**src/rtl/rtc_core_pkg.sv**
```systemverilog
package rtc_core_pkg;

  localparam int NUM_ALARMS = 2;

  typedef enum logic [2:0] {
    RG_STATUS  = 3'd0,
    RG_CFG_A   = 3'd1,
    RG_CFG_B   = 3'd2,
    RG_SECONDS = 3'd3,
    RG_ALARM_A = 3'd4,
    RG_ALARM_B = 3'd5,
    RG_TRIM    = 3'd6,
    RG_SETUP   = 3'd7
  } reg_sel_e;

  typedef struct packed {
    logic sel_1hz;
    logic per_en;
    logic alarm_en;
  } irq_cfg_t;

endpackage

```
**src/rtl/rtc_write_gate.sv**
```systemverilog
module rtc_write_gate #(
  parameter int HOLD_CYCLES = 500,
  parameter int ADDR_W      = 3,
  parameter int DATA_W      = 32
) (
  input  logic              clk,
  input  logic              rst,
  input  logic              wr_en,
  input  logic [ADDR_W-1:0] wr_addr,
  input  logic [DATA_W-1:0] wr_data,
  output logic              wr_ready,
  output logic              busy,
  output logic              commit,
  output logic [ADDR_W-1:0] commit_addr,
  output logic [DATA_W-1:0] commit_data
);
  localparam int CNT_W = $clog2(HOLD_CYCLES + 1);
  localparam logic [CNT_W-1:0] LOAD = CNT_W'(HOLD_CYCLES - 1);

  logic [CNT_W-1:0] hold_cnt;
  logic             busy_q;

  assign busy     = busy_q;
  assign wr_ready = !busy_q;
  assign commit   = busy_q && (hold_cnt == '0);

  always_ff @(posedge clk) begin
    if (rst) begin
      busy_q      <= 1'b0;
      hold_cnt    <= '0;
      commit_addr <= '0;
      commit_data <= '0;
    end else if (!busy_q && wr_en) begin
      busy_q      <= 1'b1;
      hold_cnt    <= LOAD;
      commit_addr <= wr_addr;
      commit_data <= wr_data;
    end else if (busy_q) begin
      if (hold_cnt == '0) busy_q <= 1'b0;
      else                hold_cnt <= hold_cnt - 1'b1;
    end
  end
endmodule

```
**src/rtl/rtc_prescaler.sv**
```systemverilog
module rtc_prescaler #(
  parameter int PRESCALE = 32768
) (
  input  logic clk,
  input  logic rst,
  input  logic tick,
  input  logic restart,
  output logic pulse_1hz,
  output logic pulse_2hz
);
  localparam int CNT_W = $clog2(PRESCALE);
  localparam logic [CNT_W-1:0] LAST = CNT_W'(PRESCALE - 1);
  localparam logic [CNT_W-1:0] MID  = CNT_W'(PRESCALE / 2 - 1);

  logic [CNT_W-1:0] cnt;

  assign pulse_1hz = tick && !restart && (cnt == LAST);
  assign pulse_2hz = tick && !restart && ((cnt == LAST) || (cnt == MID));

  always_ff @(posedge clk) begin
    if (rst || restart)      cnt <= '0;
    else if (tick) begin
      if (cnt == LAST)       cnt <= '0;
      else                   cnt <= cnt + 1'b1;
    end
  end
endmodule

```
**src/rtl/rtc_alarm_unit.sv**
```systemverilog
module rtc_alarm_unit
  import rtc_core_pkg::*;
#(
  parameter int DATA_W = 32
) (
  input  logic              clk,
  input  logic              rst,
  input  logic              sec_pulse,
  input  logic [DATA_W-1:0] sec_next,
  input  logic [DATA_W-1:0] match_val,
  input  logic              clear,
  input  irq_cfg_t          cfg,
  input  logic              pulse_1hz,
  input  logic              pulse_2hz,
  output logic              event_q,
  output logic              irq_next,
  output logic              irq_q
);
  logic hit, event_n, periodic;

  assign hit      = sec_pulse && (sec_next == match_val);
  assign event_n  = (event_q && !clear) || hit;
  assign periodic = cfg.sel_1hz ? pulse_1hz : pulse_2hz;
  assign irq_next = (event_n && cfg.alarm_en) || (periodic && cfg.per_en);

  always_ff @(posedge clk) begin
    if (rst) begin
      event_q <= 1'b0;
      irq_q   <= 1'b0;
    end else begin
      event_q <= event_n;
      irq_q   <= irq_next;
    end
  end
endmodule

```
**src/rtl/rtc_core.sv**
```systemverilog
module rtc_core
  import rtc_core_pkg::*;
#(
  parameter int          PRESCALE    = 32768,
  parameter int          HOLD_CYCLES = 500,
  parameter int          TRIM_W      = 16,
  parameter int          MARK_W      = 8,
  parameter logic [7:0]  INIT_MARK   = 8'hA5
) (
  input  logic        clk,
  input  logic        rst,
  input  logic        tick_32k,
  input  logic        wr_en,
  input  logic        rd_en,
  input  logic [2:0]  bus_word,
  input  logic [31:0] wr_data,
  output logic        wr_ready,
  output logic        busy,
  output logic [31:0] rd_data,
  output logic        rd_valid,
  output logic [1:0]  irq_alarm,
  output logic        irq_any
);
  localparam int DATA_W = 32;
  localparam int CFG_W  = $bits(irq_cfg_t);

  logic                  commit;
  logic [2:0]            commit_addr;
  logic [DATA_W-1:0]     commit_data;
  logic                  sec_restart, sec_pulse, pulse_2hz;
  logic [DATA_W-1:0]     seconds_q, sec_next;
  logic [TRIM_W-1:0]     trim_q;
  logic [MARK_W-1:0]     setup_q;
  logic [NUM_ALARMS-1:0] status_q, stat_clr, irq_next;
  irq_cfg_t              cfg_q   [NUM_ALARMS];
  logic [DATA_W-1:0]     alarm_q [NUM_ALARMS];
  logic                  irq_any_q;

  rtc_write_gate #(.HOLD_CYCLES(HOLD_CYCLES), .ADDR_W(3), .DATA_W(DATA_W)) u_gate (
    .clk(clk), .rst(rst), .wr_en(wr_en), .wr_addr(bus_word), .wr_data(wr_data),
    .wr_ready(wr_ready), .busy(busy), .commit(commit),
    .commit_addr(commit_addr), .commit_data(commit_data)
  );

  assign sec_restart = commit && (commit_addr == RG_SECONDS);

  rtc_prescaler #(.PRESCALE(PRESCALE)) u_presc (
    .clk(clk), .rst(rst), .tick(tick_32k), .restart(sec_restart),
    .pulse_1hz(sec_pulse), .pulse_2hz(pulse_2hz)
  );

  assign sec_next = seconds_q + 1'b1;

  always_ff @(posedge clk) begin
    if (rst)              seconds_q <= '0;
    else if (sec_restart) seconds_q <= commit_data;
    else if (sec_pulse)   seconds_q <= sec_next;
  end

  always_ff @(posedge clk) begin
    if (rst) begin
      trim_q  <= '0;
      setup_q <= INIT_MARK[MARK_W-1:0];
    end else if (commit) begin
      if (commit_addr == RG_TRIM)  trim_q  <= commit_data[TRIM_W-1:0];
      if (commit_addr == RG_SETUP) setup_q <= commit_data[MARK_W-1:0];
    end
  end

  assign stat_clr = (commit && commit_addr == RG_STATUS) ? commit_data[NUM_ALARMS-1:0] : '0;

  for (genvar i = 0; i < NUM_ALARMS; i++) begin : g_alarm
    localparam logic [2:0] CFG_SEL   = 3'(RG_CFG_A + i);
    localparam logic [2:0] ALARM_SEL = 3'(RG_ALARM_A + i);

    always_ff @(posedge clk) begin
      if (rst) begin
        cfg_q[i]   <= '0;
        alarm_q[i] <= '0;
      end else if (commit) begin
        if (commit_addr == CFG_SEL)   cfg_q[i]   <= irq_cfg_t'(commit_data[CFG_W-1:0]);
        if (commit_addr == ALARM_SEL) alarm_q[i] <= commit_data;
      end
    end

    rtc_alarm_unit #(.DATA_W(DATA_W)) u_unit (
      .clk(clk), .rst(rst), .sec_pulse(sec_pulse), .sec_next(sec_next),
      .match_val(alarm_q[i]), .clear(stat_clr[i]), .cfg(cfg_q[i]),
      .pulse_1hz(sec_pulse), .pulse_2hz(pulse_2hz),
      .event_q(status_q[i]), .irq_next(irq_next[i]), .irq_q(irq_alarm[i])
    );
  end

  always_ff @(posedge clk) begin
    if (rst) irq_any_q <= 1'b0;
    else     irq_any_q <= |irq_next;
  end
  assign irq_any = irq_any_q;

  always_ff @(posedge clk) begin
    if (rst) begin
      rd_data  <= '0;
      rd_valid <= 1'b0;
    end else begin
      rd_valid <= rd_en;
      if (rd_en) begin
        unique case (reg_sel_e'(bus_word))
          RG_STATUS:  rd_data <= {busy, {(DATA_W-1-NUM_ALARMS){1'b0}}, status_q};
          RG_CFG_A:   rd_data <= {{(DATA_W-CFG_W){1'b0}}, cfg_q[0]};
          RG_CFG_B:   rd_data <= {{(DATA_W-CFG_W){1'b0}}, cfg_q[1]};
          RG_SECONDS: rd_data <= seconds_q;
          RG_ALARM_A: rd_data <= alarm_q[0];
          RG_ALARM_B: rd_data <= alarm_q[1];
          RG_TRIM:    rd_data <= {{(DATA_W-TRIM_W){1'b0}}, trim_q};
          RG_SETUP:   rd_data <= {{(DATA_W-MARK_W-1){1'b0}}, (setup_q == '0), setup_q};
          default:    rd_data <= '0;
        endcase
      end
    end
  end
endmodule

```
**config.mk**
```make
export PLATFORM = sky130hd
export DESIGN_NAME = rtc_core
export DESIGN_NICKNAME = d
export VERILOG_FILES = /design/src/rtl/rtc_core_pkg.sv /design/src/rtl/rtc_write_gate.sv /design/src/rtl/rtc_prescaler.sv /design/src/rtl/rtc_alarm_unit.sv /design/src/rtl/rtc_core.sv
export SDC_FILE = /design/constraint.sdc
export NUM_CORES = 1
export LEC_CHECK = 0
export BUFFER_PORTS_ARGS = -buffer_cell sky130_fd_sc_hd__buf_2
export CORE_AREA = 2 2 184 132
export DETAILED_ROUTE_END_ITERATION = 10
export DIE_AREA = 0 0 186 134
export MAX_ROUTING_LAYER = met4
export PLACE_DENSITY_LB_ADDON = 0.05
export SETUP_SLACK_MARGIN = 0.15
export SYNTH_ARGS = -nofsm -noshare
export SYNTH_HDL_FRONTEND = slang
export SYNTH_SLANG_ARGS = --single-unit
```
**constraint.sdc**
```tcl
create_clock -name clk -period 5.8 [get_ports clk]
set_input_delay 0.58 -clock clk [delete_from_list [all_inputs] [get_ports clk]]
set_output_delay 0.58 -clock clk [all_outputs]
set_load 0.005 [all_outputs]
```
### After elaboration in Yosys (flattened, before gate mapping)

Memories as Yosys holds them, arrays and structs flattened.
Index checks and enable logic that the tools add are counted.

| storage, ports and cells | value |
|---|---|
| word-level logic and storage cells | 117 |
| flip-flop bits (word level) | 154 |
| output and inout bits | 38 |
| bits of input ports | 40 |
| memories | 2 |
| memory bits (writable) | 70 |

Memory list:

| name | words | bits a word | read ports | clocked after Yosys merged registers in | write ports | RTL line | text |
|---|---|---|---|---|---|---|---|
| alarm_q | 2 | 32 | 2 | 0 | 2 | rtc_core.sv:36 | `logic [DATA_W-1:0] alarm_q [NUM_ALARMS];` |
| cfg_q | 2 | 3 | 2 | 0 | 2 | rtc_core.sv:35 | `irq_cfg_t cfg_q [NUM_ALARMS];` |

| operators by class | value |
|---|---|
| bitwise logic cells | 5 |
| equality and inequality tests | 19 |
| $add $sub $neg | 3 |
| multiplexer cells | 35 |
| reduce and logical (&&, ||, !) cells | 37 |

Operators by type and width:

| kind | number |
|---|---|
| 32-bit case mux with 8 select lines | 1 |
| 32-bit 2-to-1 mux | 4 |
| 32-bit equality test | 2 |
| 32-bit by 1-bit adder with 32-bit output, second input constant | 1 |
| 9-bit 2-to-1 mux | 3 |
| 3-bit equality test, second input constant | 8 |
| 1-bit 2-to-1 mux | 23 |
| 15-bit by 1-bit adder with 15-bit output, second input constant | 1 |
| 15-bit by 14-bit equality test with 1-bit output, second input constant | 1 |
| 15-bit equality test, second input constant | 1 |
| 1-bit logical AND | 15 |
| 15-bit 2-to-1 mux | 1 |
| 3-bit by 2-bit equality test with 1-bit output, second input constant | 4 |
| 9-bit logical NOT | 1 |
| 9-bit by 1-bit subtractor with 9-bit output, second input constant | 1 |
| 8-bit logical NOT | 1 |
| 2-bit AND reduction | 4 |
| 3-bit by 1-bit equality test with 1-bit output, second input constant | 2 |
| 3-bit logical NOT | 2 |
| 1-bit logical OR | 6 |
| 3-bit 2-to-1 mux | 2 |
| 1-bit logical NOT | 4 |
| 1-bit bitwise OR | 4 |
| 2-bit nonzero test | 2 |
| other kinds (4) | 5 |

### Logic depth before layout (Yosys ltp)

Gate-level depths: netlist of the first run.

| logic depth | value |
|---|---|
| depth after elaboration | 11 |
| gate-level depth with buffers | 12 |
| depth with buffers taken out | 11 |

### Hierarchy

Synthesis of the first run repeated with hierarchy kept, for this count alone.

| unflattened totals | value |
|---|---|
| cell total of the unflattened synthesis | 1249 |
| area, all modules | 11431.0 um^2 |

By module, submodules not included:

| module | times used | area an instance (um^2) | cells an instance | sequential area each (um^2) |
|---|---|---|---|---|
| rtc_core | 1 | 8124.0 | 851 | 3903.7 |
| rtc_write_gate | 1 | 1707.9 | 211 | 900.9 |
| rtc_alarm_unit | 2 | 442.9 | 54 | 40.0 |
| rtc_prescaler | 1 | 713.2 | 79 | 300.3 |

### Worst setup path before layout of the first run

No wires, ideal clock.

| path | value |
|---|---|
| kind | flip-flop to flip-flop |
| start point | reg u_gate.hold_cnt[0] |
| end point | mem alarm_q[0][0], enable pin |
| required time | 5330 ps |
| stages on the path, launching flop included | 8 |
| clock period less this slack | 4131 ps |
| buffers on the path | 1 |
| data arrival time | 3661 ps |
| library setup time | 470 ps |
| setup slack | 1669 ps |
| path through | dfxtp_1 -> inv_1 -> ha_1 -> nor2b_1 -> and3_1 -> nand3_1 -> clkbuf_1 -> o31ai_1 |

RTL lines:

| item | RTL line | text |
|---|---|---|
| start, declared | rtc_write_gate.sv:20 | `logic [CNT_W-1:0] hold_cnt;` |
| start signal, assigned | rtc_write_gate.sv:40 | `else hold_cnt <= hold_cnt - 1'b1;` |
| end, declared | rtc_core.sv:36 |  |

### Worst setup path in the final report of the first run

| path | value |
|---|---|
| start point | reg seconds_q[0] |
| end point | reg irq_any_q, in the netlist irq_any |

| between the ends | value |
|---|---|
| word-level cells in the longest chain between the ends | 7 |
| elaborated cells between the ends (all ways) | 12 |
| those cells by class | add/sub: 1; eq/ne: 2; reduce/logical: 9 |

RTL lines:

| item | RTL line | text |
|---|---|---|
| start, declared | rtc_core.sv:31 | `logic [DATA_W-1:0] seconds_q, sec_next;` |
| start signal, assigned | rtc_core.sv:56 | `else if (sec_restart) seconds_q <= commit_data;` |
| start signal, assigned | rtc_core.sv:57 | `else if (sec_pulse) seconds_q <= sec_next;` |
| 32-bit by 1-bit adder with 32-bit output * | rtc_core.sv:52 | `assign sec_next = seconds_q + 1'b1;` |
| 32-bit equality test | rtc_alarm_unit.sv:21 | `assign hit = sec_pulse && (sec_next == match_val);` |
| 1-bit logical AND | rtc_alarm_unit.sv:21 |  |
| 1-bit logical OR | rtc_alarm_unit.sv:22 | `assign event_n = (event_q && !clear) \|\| hit;` |
| 1-bit logical AND | rtc_alarm_unit.sv:24 | `assign irq_next = (event_n && cfg.alarm_en) \|\| (periodic && cfg.per_en);` |
| 1-bit logical OR | rtc_alarm_unit.sv:24 |  |
| 2-bit OR reduction * | rtc_core.sv:96 | `else irq_any_q <= \|irq_next;` |
| end signal, assigned | rtc_core.sv:96 |  |
| end, declared | rtc_core.sv:37 | `logic irq_any_q;` |

Mark *: on every way between the ends. The rest lies on a longest branch, timed or not.
A chain may end at the register's enable or synchronous reset.

==> results of run 1 <==
-- synthesized netlist by cell type, types with 33 or more instances --
library cell	count	area share
nand2_1	178	0.055
dfxtp_1	154	0.26
nor2_1	139	0.043
a21oi_1	93	0.039
and2_1	80	0.041
clkbuf_1	71	0.022
edfxtp_1	70	0.17
a211oi_1	64	0.040
xnor2_1	64	0.046
xor2_1	49	0.036
nand4_1	36	0.019
o21ai_0	34	0.014
nor3_1	33	0.014
-- state kept, by name, indices dropped and copies added, names as in the netlist, 2 cells and up --
name and flops:
trim_q 16, u_gate.hold_cnt 9, setup_q 8, rd_data 32, alarm_q 64, cfg_q 6, g_alarm.u_unit.event_q 2, seconds_q 32
u_presc.cnt 15, g_alarm.u_unit.irq_q 2, u_gate.commit_data 32, u_gate.commit_addr 3
-- where the power goes --
| group | internal [uW] | switching (uW) | leakage [uW] |
|---|---|---|---|
| Sequential | 1670 | 60.1 | 0.00198 |
| Combinational | 98.3 | 158 | 0.00249 |
| Clock | 777 | 619 | 0.000342 |
-- layer usage --
| layer | share of wire | wire (um) | track usage | vias up |
|---|---|---|---|---|
| li1 | - | - | - | 4814 |
| met1 | 0.52 | 18240 | 0.4682 | 4773 |
| met2 | 0.39 | 13800 | 0.3903 | 340 |
| met3 | 0.068 | 2388 | 0.03883 | 43 |
| met4 | 0.021 | 741 | 0.06737 | 0 |
| met5 | 0 | 0 | - | - |
-- kinds of logic (layout without fill, tap and decap cells) --
family	Yosys count	after routing
buffers and inverters	122	145
adders and majority gates	4	4
DFF	224	224
muxes	41	41
and+or+nand+nor	594	594
xor gates and xnor gates	116	116
AOI/OAI and AO/OA	256	256
-- tightest hold or removal path: cells and delay by family --
kind / cells / cell delay [ns]
simple gates: 1 / 0.04
compound gates: 1 / 0.05
buf+inv: 1 / 0.09
-- through the flow --
stage          utilization  hold WS, ns
2_1_floorplan            -       0.4287
3_3_place_gp        0.5388       0.4381
3_5_place_dp        0.5388       0.4437
4_1_cts             0.5684       0.2733
5_1_grt             0.5684       0.2895
6_report            0.5684       0.2888
-- worst max path at each step --
stage	startpoint	endpoint	slack [ns]	depth (start not counted)
after floorplan	u_gate.hold_cnt[0]	alarm_q[0][0]	1.67	7
after global placement	seconds_q[0]	irq_any	2.04	10
after detailed placement	seconds_q[0]	irq_any	1.97	10
after CTS	seconds_q[0]	irq_any	1.93	10
after global routing	seconds_q[0]	irq_any	1.56	10
final	seconds_q[0]	irq_any	1.78	10
-- area by class of cell --
type,count,share of cell area
tap,318,0.03014
clock buffer,26,0.04520
multi-input combinational,1011,0.4838
inverter,14,0.003980
timing repair buffer,91,0.03734
clock inverter,14,0.006823
sequential,224,0.3927
==> flow_summary_export.csv, run 1 <==
group,metric,value,unit
status,status,"complete, no violations",
logic_synthesis,yosys_warnings,0,
setup_path,max_stage_delay,0.58,ns
worst_hold_path,hold_depth,3,
flow_run,maxCapViolCount,0,
timing,setup_viol,0,
drt,drt_iter0_markers,740,
die,num_rows,47,
logic_synthesis,synth-xor-area-share,0.08766,
logic_synthesis,synth_mux_area_frac,0.04243,
timing,min_period,4.019,ns
logic_synthesis,synth_cell_type_count,78,
timing,worst_slack,1.781,ns
cts,ctsHoldBuffers,0,
global_route,grt_pass1_wl,54.62,mm
place,placed_cell_area,0.01252,mm2
cts,cts-resized-gates,0,
power,total_power,3381,uW
drt,drtPass1Iterations,6,
die,fp.dieArea,0.02492,mm2
final_layout,final_common_cell,"nand2_1",
place,port_buffers,77,
drt,via_per_inst,5.872,
timing,final_hold_viol_count,0,
die,initial_core_util,0.5193,
setup_path,r2r-end,"irq_any",
setup_path,regToRegStartpoint,"seconds_q[0]",
final_layout,fill_cells,2136,
drt,num_vias,9970,
final_layout,fin_area,0.01320,mm2
setup_path,start_kind,"flop",
global_route,antenna_found_initial,0,
final_layout,fin_cells,1698,
cts,h-tree-depth,1,
drt,drcViolationCount,0,
place,place_ws,1.968,ns
cts,clock-sinks,224,
timing,fin_tns_setup,0,ns
setup_path,crit_family,"simple AND/OR/NAND/NOR gates",
setup_path,end_kind,"flop",
timing,max_freq,248.8,MHz
die,io_pins,78,
setup_path,critPathKind,"reg -> reg",
timing,tightest_slew,0.9526,ns
global_route,grt_overflow,0,
logic_synthesis,synth-seq-cells,224,
worst_hold_path,whs_endpoint,"u_gate.commit_data[12]",
global_route,grt_pass1_vias,9033,
cts,cts_buffer_depth,3,
power,powerDensity,256.1,mW/mm2
logic_synthesis,synth_area_per_cell,8.888,um2
final_layout,area_delta_synth_final,9.461,%
logic_synthesis,synthArstFlopShare,0,
logic_synthesis,synth_top_family_by_area,"simple AND/OR/NAND/NOR gates",
logic_synthesis,synthAdderAreaFrac,0.004149,
setup_path,critPathBufInv,0,
logic_synthesis,synth-main-ff-cell,"dfxtp_1",
logic_synthesis,syn_area,0.01206,mm2
final_layout,nets,1408,
die,die_h,134,um
place,place.gp.congestion,1.003,
setup_path,crit_slowest_cell,"dfxtp_1",
timing,rsz0062_at_grt,"no",
worst_hold_path,min-delay-start,"wr_data[12]",
logic_synthesis,synth_edf_count,70,
timing,slew_viol_final,0,
drt,drt-total-wl,35.17,mm
place,place_inst,1658,
cts,cts_tree,"built",
cts,numCtsBuffers,22,
final_layout,diodes,0,
power,p_leak,0.004813,uW
global_route,grt_usage,0.2947,
cts,root_buffer,"clkbuf_16",
drt,routedWlPerCell,20.71,um
setup_path,ff2ff_setup_slack,1.78,ns
final_layout,seq_area,0.005185,mm2
logic_synthesis,syn_nets,1401,
drt,antenna_left,0,
logic_synthesis,ys_seq_area_frac,0.4299,
cts,clk_pin_slew,0.07,ns
final_layout,mostFrequentLayoutCells,"178 x nand2_1, 154 x dfxtp_1, 138 x nor2_1",
place,post-dp-hpwl,24.61,mm
logic_synthesis,synthCells,1357,
power,irDropWorstVdd,0.1795,mV
setup_path,cp.arrival,4.48,ns
logic_synthesis,synthSimpleGateAreaFrac,0.2553,
worst_hold_path,hp-class,"in -> reg",
timing,finClkSkew,0.01096,ns
die,coreArea,0.02323,mm2
final_layout,drive_above_1_share,0.1130,
timing,finalCritPeriodShare,0.6929,
final_layout,multiInputGateArea,0.006387,mm2
logic_synthesis,synth_compound_area_frac,0.1357,
cts,postCtsSetupBuffers,0,
setup_path,crit_fanout,12,
cts,insertion_delay,0.52,ns
setup_path,crit_top_cell,"nand4_1",
setup_path,crit_chain,"ha_1 -> and3_1 -> nand4_1 -> or3_1 -> a221o_1 -> nor4_1 -> nand4_1 -> o21ai_1 -> nand3_1 -> or3b_1",
timing,slew_headroom,0.3634,
setup_path,rr_worst_depth,10,
setup_path,required,6.26,ns
global_route,grt_max_degree,78,
die,die_w,186,um
Power figures use the tool's default switching activity.
==> inputs of run 2 (changes only) <==
==> constraint.sdc (replaced) <==
create_clock -name clk -period 3.2 [get_ports clk]
set_input_delay 0.32 -clock clk [delete_from_list [all_inputs] [get_ports clk]]
set_output_delay 0.32 -clock clk [all_outputs]
set_load 0.005 [all_outputs]
==> flow_summary_export.csv, run 2 (synthesis gave the netlist of run 1 again) <==
group,metric,value,unit
final_layout,top_register,"alarm_q",
global_route,antenna_found_initial,1,
cts,clk_pin_slew,0.06,ns
die,fp.dieArea,0.02492,mm2
cts,root_buffer,"clkbuf_16",
setup_path,crit_family,"simple AND/OR/NAND/NOR gates",
cts,cts_tree,"built",
final_layout,utilization,0.6138,
cts,cts_buffer_depth,3,
flow_run,maxCapViolCount,0,
final_layout,nets,1503,
setup_path,regToRegStartpoint,"seconds_q[14]",
setup_path,crit_slowest_cell,"dfxtp_1",
timing,tightest_slew,0.7709,ns
setup_path,r2r-end,"irq_any",
timing,setup_viol,0,
global_route,grt_pass1_wl,59.54,mm
global_route,grt_pass1_vias,9364,
setup_path,rr_worst_depth,9,
timing,max_freq,339.9,MHz
drt,drcViolationCount,0,
timing,final_hold_viol_count,0,
power,irDropWorstVdd,0.4320,mV
drt,antenna_left,0,
worst_hold_path,hold_depth,3,
setup_path,cp.arrival,3.42,ns
setup_path,ff2ff_setup_slack,0.26,ns
drt,drtPass1Iterations,5,
place,port_buffers,77,
global_route,grt_overflow,0,
die,coreArea,0.02323,mm2
timing,slew_headroom,0.4861,
die,num_rows,47,
place,place.gp.congestion,1.010,
final_layout,mostFrequentLayoutCells,"178 x nand2_1, 141 x dfxtp_1, 139 x nor2_1",
final_layout,area_delta_synth_final,18.22,%
cts,clock-sinks,224,
setup_path,required,3.68,ns
final_layout,final_common_cell,"nand2_1",
drt,num_vias,10554,
timing,rsz0062_at_grt,"no",
worst_hold_path,hp-class,"in -> reg",
drt,drt-total-wl,39.89,mm
final_layout,largest_reg_flops,64,
place,post-dp-hpwl,29.62,mm
worst_hold_path,min-delay-start,"wr_data[25]",
power,p_leak,0.005389,uW
worst_hold_path,whs_endpoint,"u_gate.commit_data[25]",
global_route,grt_max_degree,70,
setup_path,end_kind,"flop",
global_route,grt_usage,0.3322,
cts,insertion_delay,0.55,ns
setup_path,crit_top_cell,"nand4_1",
timing,fin_tns_setup,0,ns
die,die_h,134,um
cts,numCtsBuffers,24,
timing,finClkSkew,0.03223,ns
final_layout,drive_above_1_share,0.1760,
drt,via_per_inst,5.870,
die,initial_core_util,0.5193,
drt,drt_iter0_markers,1173,
setup_path,critPathBufInv,0,
setup_path,critPathKind,"reg -> reg",
power,powerDensity,451.5,mW/mm2
timing,finalCritPeriodShare,0.9194,
die,io_pins,78,
final_layout,fin_cells,1798,
place,place_inst,1721,
setup_path,crit_fanout,8,
status,status,"complete, no violations",
die,die_w,186,um
timing,min_period,2.942,ns
setup_path,max_stage_delay,0.51,ns
cts,h-tree-depth,1,
drt,routedWlPerCell,22.19,um
setup_path,crit_chain,"and4_1 -> nand4_1 -> or3_1 -> a221o_1 -> nor4_4 -> nand4_1 -> o21ai_2 -> nand3_1 -> or3b_1",
timing,slew_viol_final,0,
setup_path,start_kind,"flop",
-- run 2: cell count changes in the layout (fill, tap and decap cells not counted), sizes merged --
| cell | before | now |
|---|---|---|
| buf | 91 | 161 |
| dlygate4sd3 | 0 | 23 |
| clkbuf | 26 | 34 |
| clkinv | 13 | 7 |
| diode | 0 | 3 |
| clkinvlp | 0 | 1 |
| inv | 14 | 15 |
-- run 2: cell type report --
class                   count  area [um2]
repair buffers            184        1299
clock inverters            10       116.4
inverters                  14       52.55
well taps                 318       397.9
clock buffers              34       678.2
diodes                      3       7.507
fillers                  2038        8970
flip-flops and latches    224        5209
multi-input cells        1011        6499
-- run 2: worst min-delay path, delay by kind of cell --
kind,cells,cell delay [ns]
buffers and inverters,1,0.10
and+or+nand+nor,1,0.05
AOI/OAI and AO/OA,1,0.05
-- run 2: worst max path at each step --
stage / start / to / slack (ns) / depth (start not counted)
6_report: seconds_q[14] / irq_any / 0.26 / 9
5_1_grt: seconds_q[8] / irq_any / 0.13 / 11
4_1_cts: seconds_q[16] / irq_any / 0.15 / 9
3_5_place_dp: seconds_q[0] / irq_any / -0.08 / 10
3_3_place_gp: seconds_q[0] / irq_any / 0.04 / 12
2_1_floorplan: u_gate.hold_cnt[0] / alarm_q[1][0] / 0.05 / 7
-- run 2: power by group --
part	internal (uW)	switching (uW)	leakage, uW
registers	3020	115	0.00198
clock network	1580	1200	0.000387
logic	212	311	0.00302
total	4820	1620	0.00539
-- run 2: routing by layer --
layer  part of all wire  global-route usage  wire (um)  vias up
li1                   -                   -          -     5014
met1               0.51              0.5321      20200     4974
met2               0.35              0.3839      13960      517
met3               0.13              0.1241       5135       49
met4              0.015             0.05468        592        0
met5                  0                   -          0        -
-- run 2: through the flow --
stage | power [uW] | area [um2] | setup slack, ns | hold slack, ns
3_5_place_dp | 3688 | 13010 | -0.07500 | 0.4425
6_report | 6438 | 14260 | 0.2579 | 0.01075
4_1_cts | 6467 | 14070 | 0.1548 | 0.001178
3_3_place_gp | 3682 | 13010 | 0.04050 | 0.4384
2_1_floorplan | 3467 | 12070 | 0.05380 | 0.4287
5_1_grt | 6658 | 14250 | 0.1256 | 0.008149
-- run 2: what timing repair did --
item / CTS / global route
buffers inserted: 1 / 5
cloned: 0 / 1
endpoints found under the setup margin: 5 / 5
pin swaps: 1 / 8
resized for setup: 6 / 36
hold endpoints to repair: 23 / 0
hold buffers: 23 / 0
==> inputs of run 3 (changes only) <==
--- a/config.mk
+++ b/config.mk
@@ -5,10 +5,10 @@
 export SDC_FILE = /design/constraint.sdc
 export NUM_CORES = 1
 export LEC_CHECK = 0
-export BUFFER_PORTS_ARGS = -buffer_cell sky130_fd_sc_hd__buf_2
 export CORE_AREA = 2 2 184 132
 export DETAILED_ROUTE_END_ITERATION = 10
 export DIE_AREA = 0 0 186 134
+export DONT_BUFFER_PORTS = 1
 export MAX_ROUTING_LAYER = met4
 export PLACE_DENSITY_LB_ADDON = 0.05
 export SETUP_SLACK_MARGIN = 0.15
==> flow_summary_export.csv, run 3 (synthesis gave the netlist of run 1 again) <==
group,metric,value,unit
setup_path,startpoint,"seconds_q[13]",
final_layout,area_delta_synth_final,15.44,%
die,coreArea,0.02323,mm2
global_route,antenna_found_initial,1,
drt,drt-total-wl,40.55,mm
die,num_rows,47,
setup_path,max_stage_delay,0.56,ns
global_route,grt_overflow,0,
power,pwr-share-comb,0.075,
worst_hold_path,whs_endpoint,"rd_data[12]",
timing,fin_tns_setup,0,ns
status,status,"complete, no violations",
setup_path,crit_family,"simple AND/OR/NAND/NOR gates",
timing,setup_viol,0,
flow_run,maxCapViolCount,0,
timing,worst_slack,0.2955,ns
power,power_switching,1522,uW
final_layout,nets,1446,
place,place_inst,1649,
final_layout,drive_above_1_share,0.1213,
die,die_w,186,um
cts,cts_buffer_depth,3,
cts,h-tree-depth,1,
drt,via_per_inst,6.027,
timing,finalCritPeriodShare,0.9077,
die,io_pins,78,
final_layout,final_common_cell,"nand2_1",
drt,drcViolationCount,0,
place,post-dp-hpwl,29.22,mm
place,place_ws,0.1369,ns
drt,antenna_left,0,
setup_path,end_kind,"flop",
timing,finClkSkew,0.03178,ns
setup_path,critPathBufInv,1,
global_route,grt_pass1_vias,9394,
cts,numCtsBuffers,22,
worst_hold_path,hp-class,"in -> reg",
timing,min_period,2.905,ns
setup_path,r2r-end,"irq_any",
setup_path,required,3.66,ns
setup_path,crit_slowest_cell,"dfxtp_1",
timing,tightest_slew,1.027,ns
place,place.gp.congestion,1.060,
cts,cts_tree,"built",
setup_path,rr_worst_depth,10,
cts,clk_pin_slew,0.06,ns
drt,drtPass1Iterations,5,
cts,root_buffer,"clkbuf_16",
final_layout,largest_reg_flops,64,
global_route,grt_max_degree,131,
cts,clock-sinks,224,
worst_hold_path,min-delay-start,"rd_en",
worst_hold_path,hold_depth,2,
power,power.internal,4691,uW
setup_path,crit_fanout,11,
setup_path,cp.depth,10,
final_layout,fin_cells,1737,
power,swShare,0.2450,
setup_path,regToRegStartpoint,"seconds_q[13]",
timing,final_hold_viol_count,0,
drt,routedWlPerCell,23.34,um
global_route,grt_usage,0.3361,
final_layout,top_register,"alarm_q",
setup_path,crit_top_cell,"nand4_1",
power,pwr-share-seq,0.506,
power,p_leak,0.005061,uW
die,die_h,134,um
timing,rsz0062_at_grt,"no",
setup_path,start_kind,"flop",
final_layout,mostFrequentLayoutCells,"178 x nand2_1, 146 x dfxtp_1, 139 x nor2_1",
cts,insertion_delay,0.53,ns
setup_path,crit_chain,"and4_1 -> nand4_1 -> buf_4 -> or3_1 -> and3_1 -> nor4_2 -> nand4_1 -> o21ai_2 -> a31o_1 -> or3b_1",
setup_path,ff2ff_setup_slack,0.30,ns
power,p_clk_frac,0.419,
timing,slew_headroom,0.3134,
setup_path,critPathKind,"reg -> reg",
timing,slew_viol_final,0,
die,initial_core_util,0.5193,
setup_path,cp.arrival,3.36,ns
final_layout,utilization,0.5994,
global_route,grt_pass1_wl,59.64,mm
die,fp.dieArea,0.02492,mm2
power,powerDensity,446.2,mW/mm2
timing,max_freq,344.3,MHz
drt,drt_iter0_markers,1373,
drt,num_vias,10469,
place,port_buffers,0,
power,irDropWorstVdd,0.3927,mV
-- run 3: power groups by stage --
stage / combinational (uW) / clock, uW / sequential [uW]
floorplan: 314 / 0 / 3150
global placement: 366 / 0 / 3200
finish: 467 / 2600 / 3140
detailed placement: 371 / 0 / 3200
CTS: 458 / 2650 / 3140
global route: 508 / 2760 / 3160
-- run 3: routing by layer --
metal  GRT usage  share of wire  vias to the layer above  routed length (um)
li1            -              -                     4894                   -
met1      0.5387           0.50                     5002               20290
met2      0.4000           0.36                      535               14540
met3      0.1094           0.13                       38                5149
met4     0.05599          0.014                        0                 563
met5           -              0                        -                   0
-- run 3: cell type report --
class	instances	area [um2]
repair buffers	128	1129
clock inverters	6	48.80
well taps	318	397.9
flip-flops and latches	224	5195
clock buffers	34	678.2
inverters	14	52.55
fillers	2070	9305
multi-input cells	1012	6420
diodes	1	2.502
-- run 3: timing repair --
| item | CTS | global route |
|---|---|---|
| pin swaps | 0 | 5 |
| hold buffers | 41 | 0 |
| hold endpoints to repair | 132 | 0 |
| cloned | 0 | 1 |
| resized for setup | 1 | 15 |
| buffers inserted | 0 | 5 |
| endpoints found under the setup margin | 1 | 5 |
-- run 3: how the worst max path moves through the flow --
stage / to / slack (ns)
2_1_floorplan: alarm_q[1][0] / 0.05
3_3_place_gp: irq_any / 0.16
3_5_place_dp: irq_any / 0.14
4_1_cts: irq_any / 0.16
5_1_grt: irq_any / 0.16
6_report: irq_any / 0.30
-- run 3: metrics by stage --
| step | total power, uW | cell area [um2] | hold slack (ns) |
|---|---|---|---|
| floorplan | 3467 | 12070 | 0.4287 |
| global placement | 3564 | 12660 | 0.4041 |
| detailed placement | 3572 | 12660 | 0.4068 |
| CTS | 6242 | 13830 | 0.0003800 |
| global route | 6420 | 13920 | 0.007180 |
| finish | 6213 | 13920 | 0.01953 |
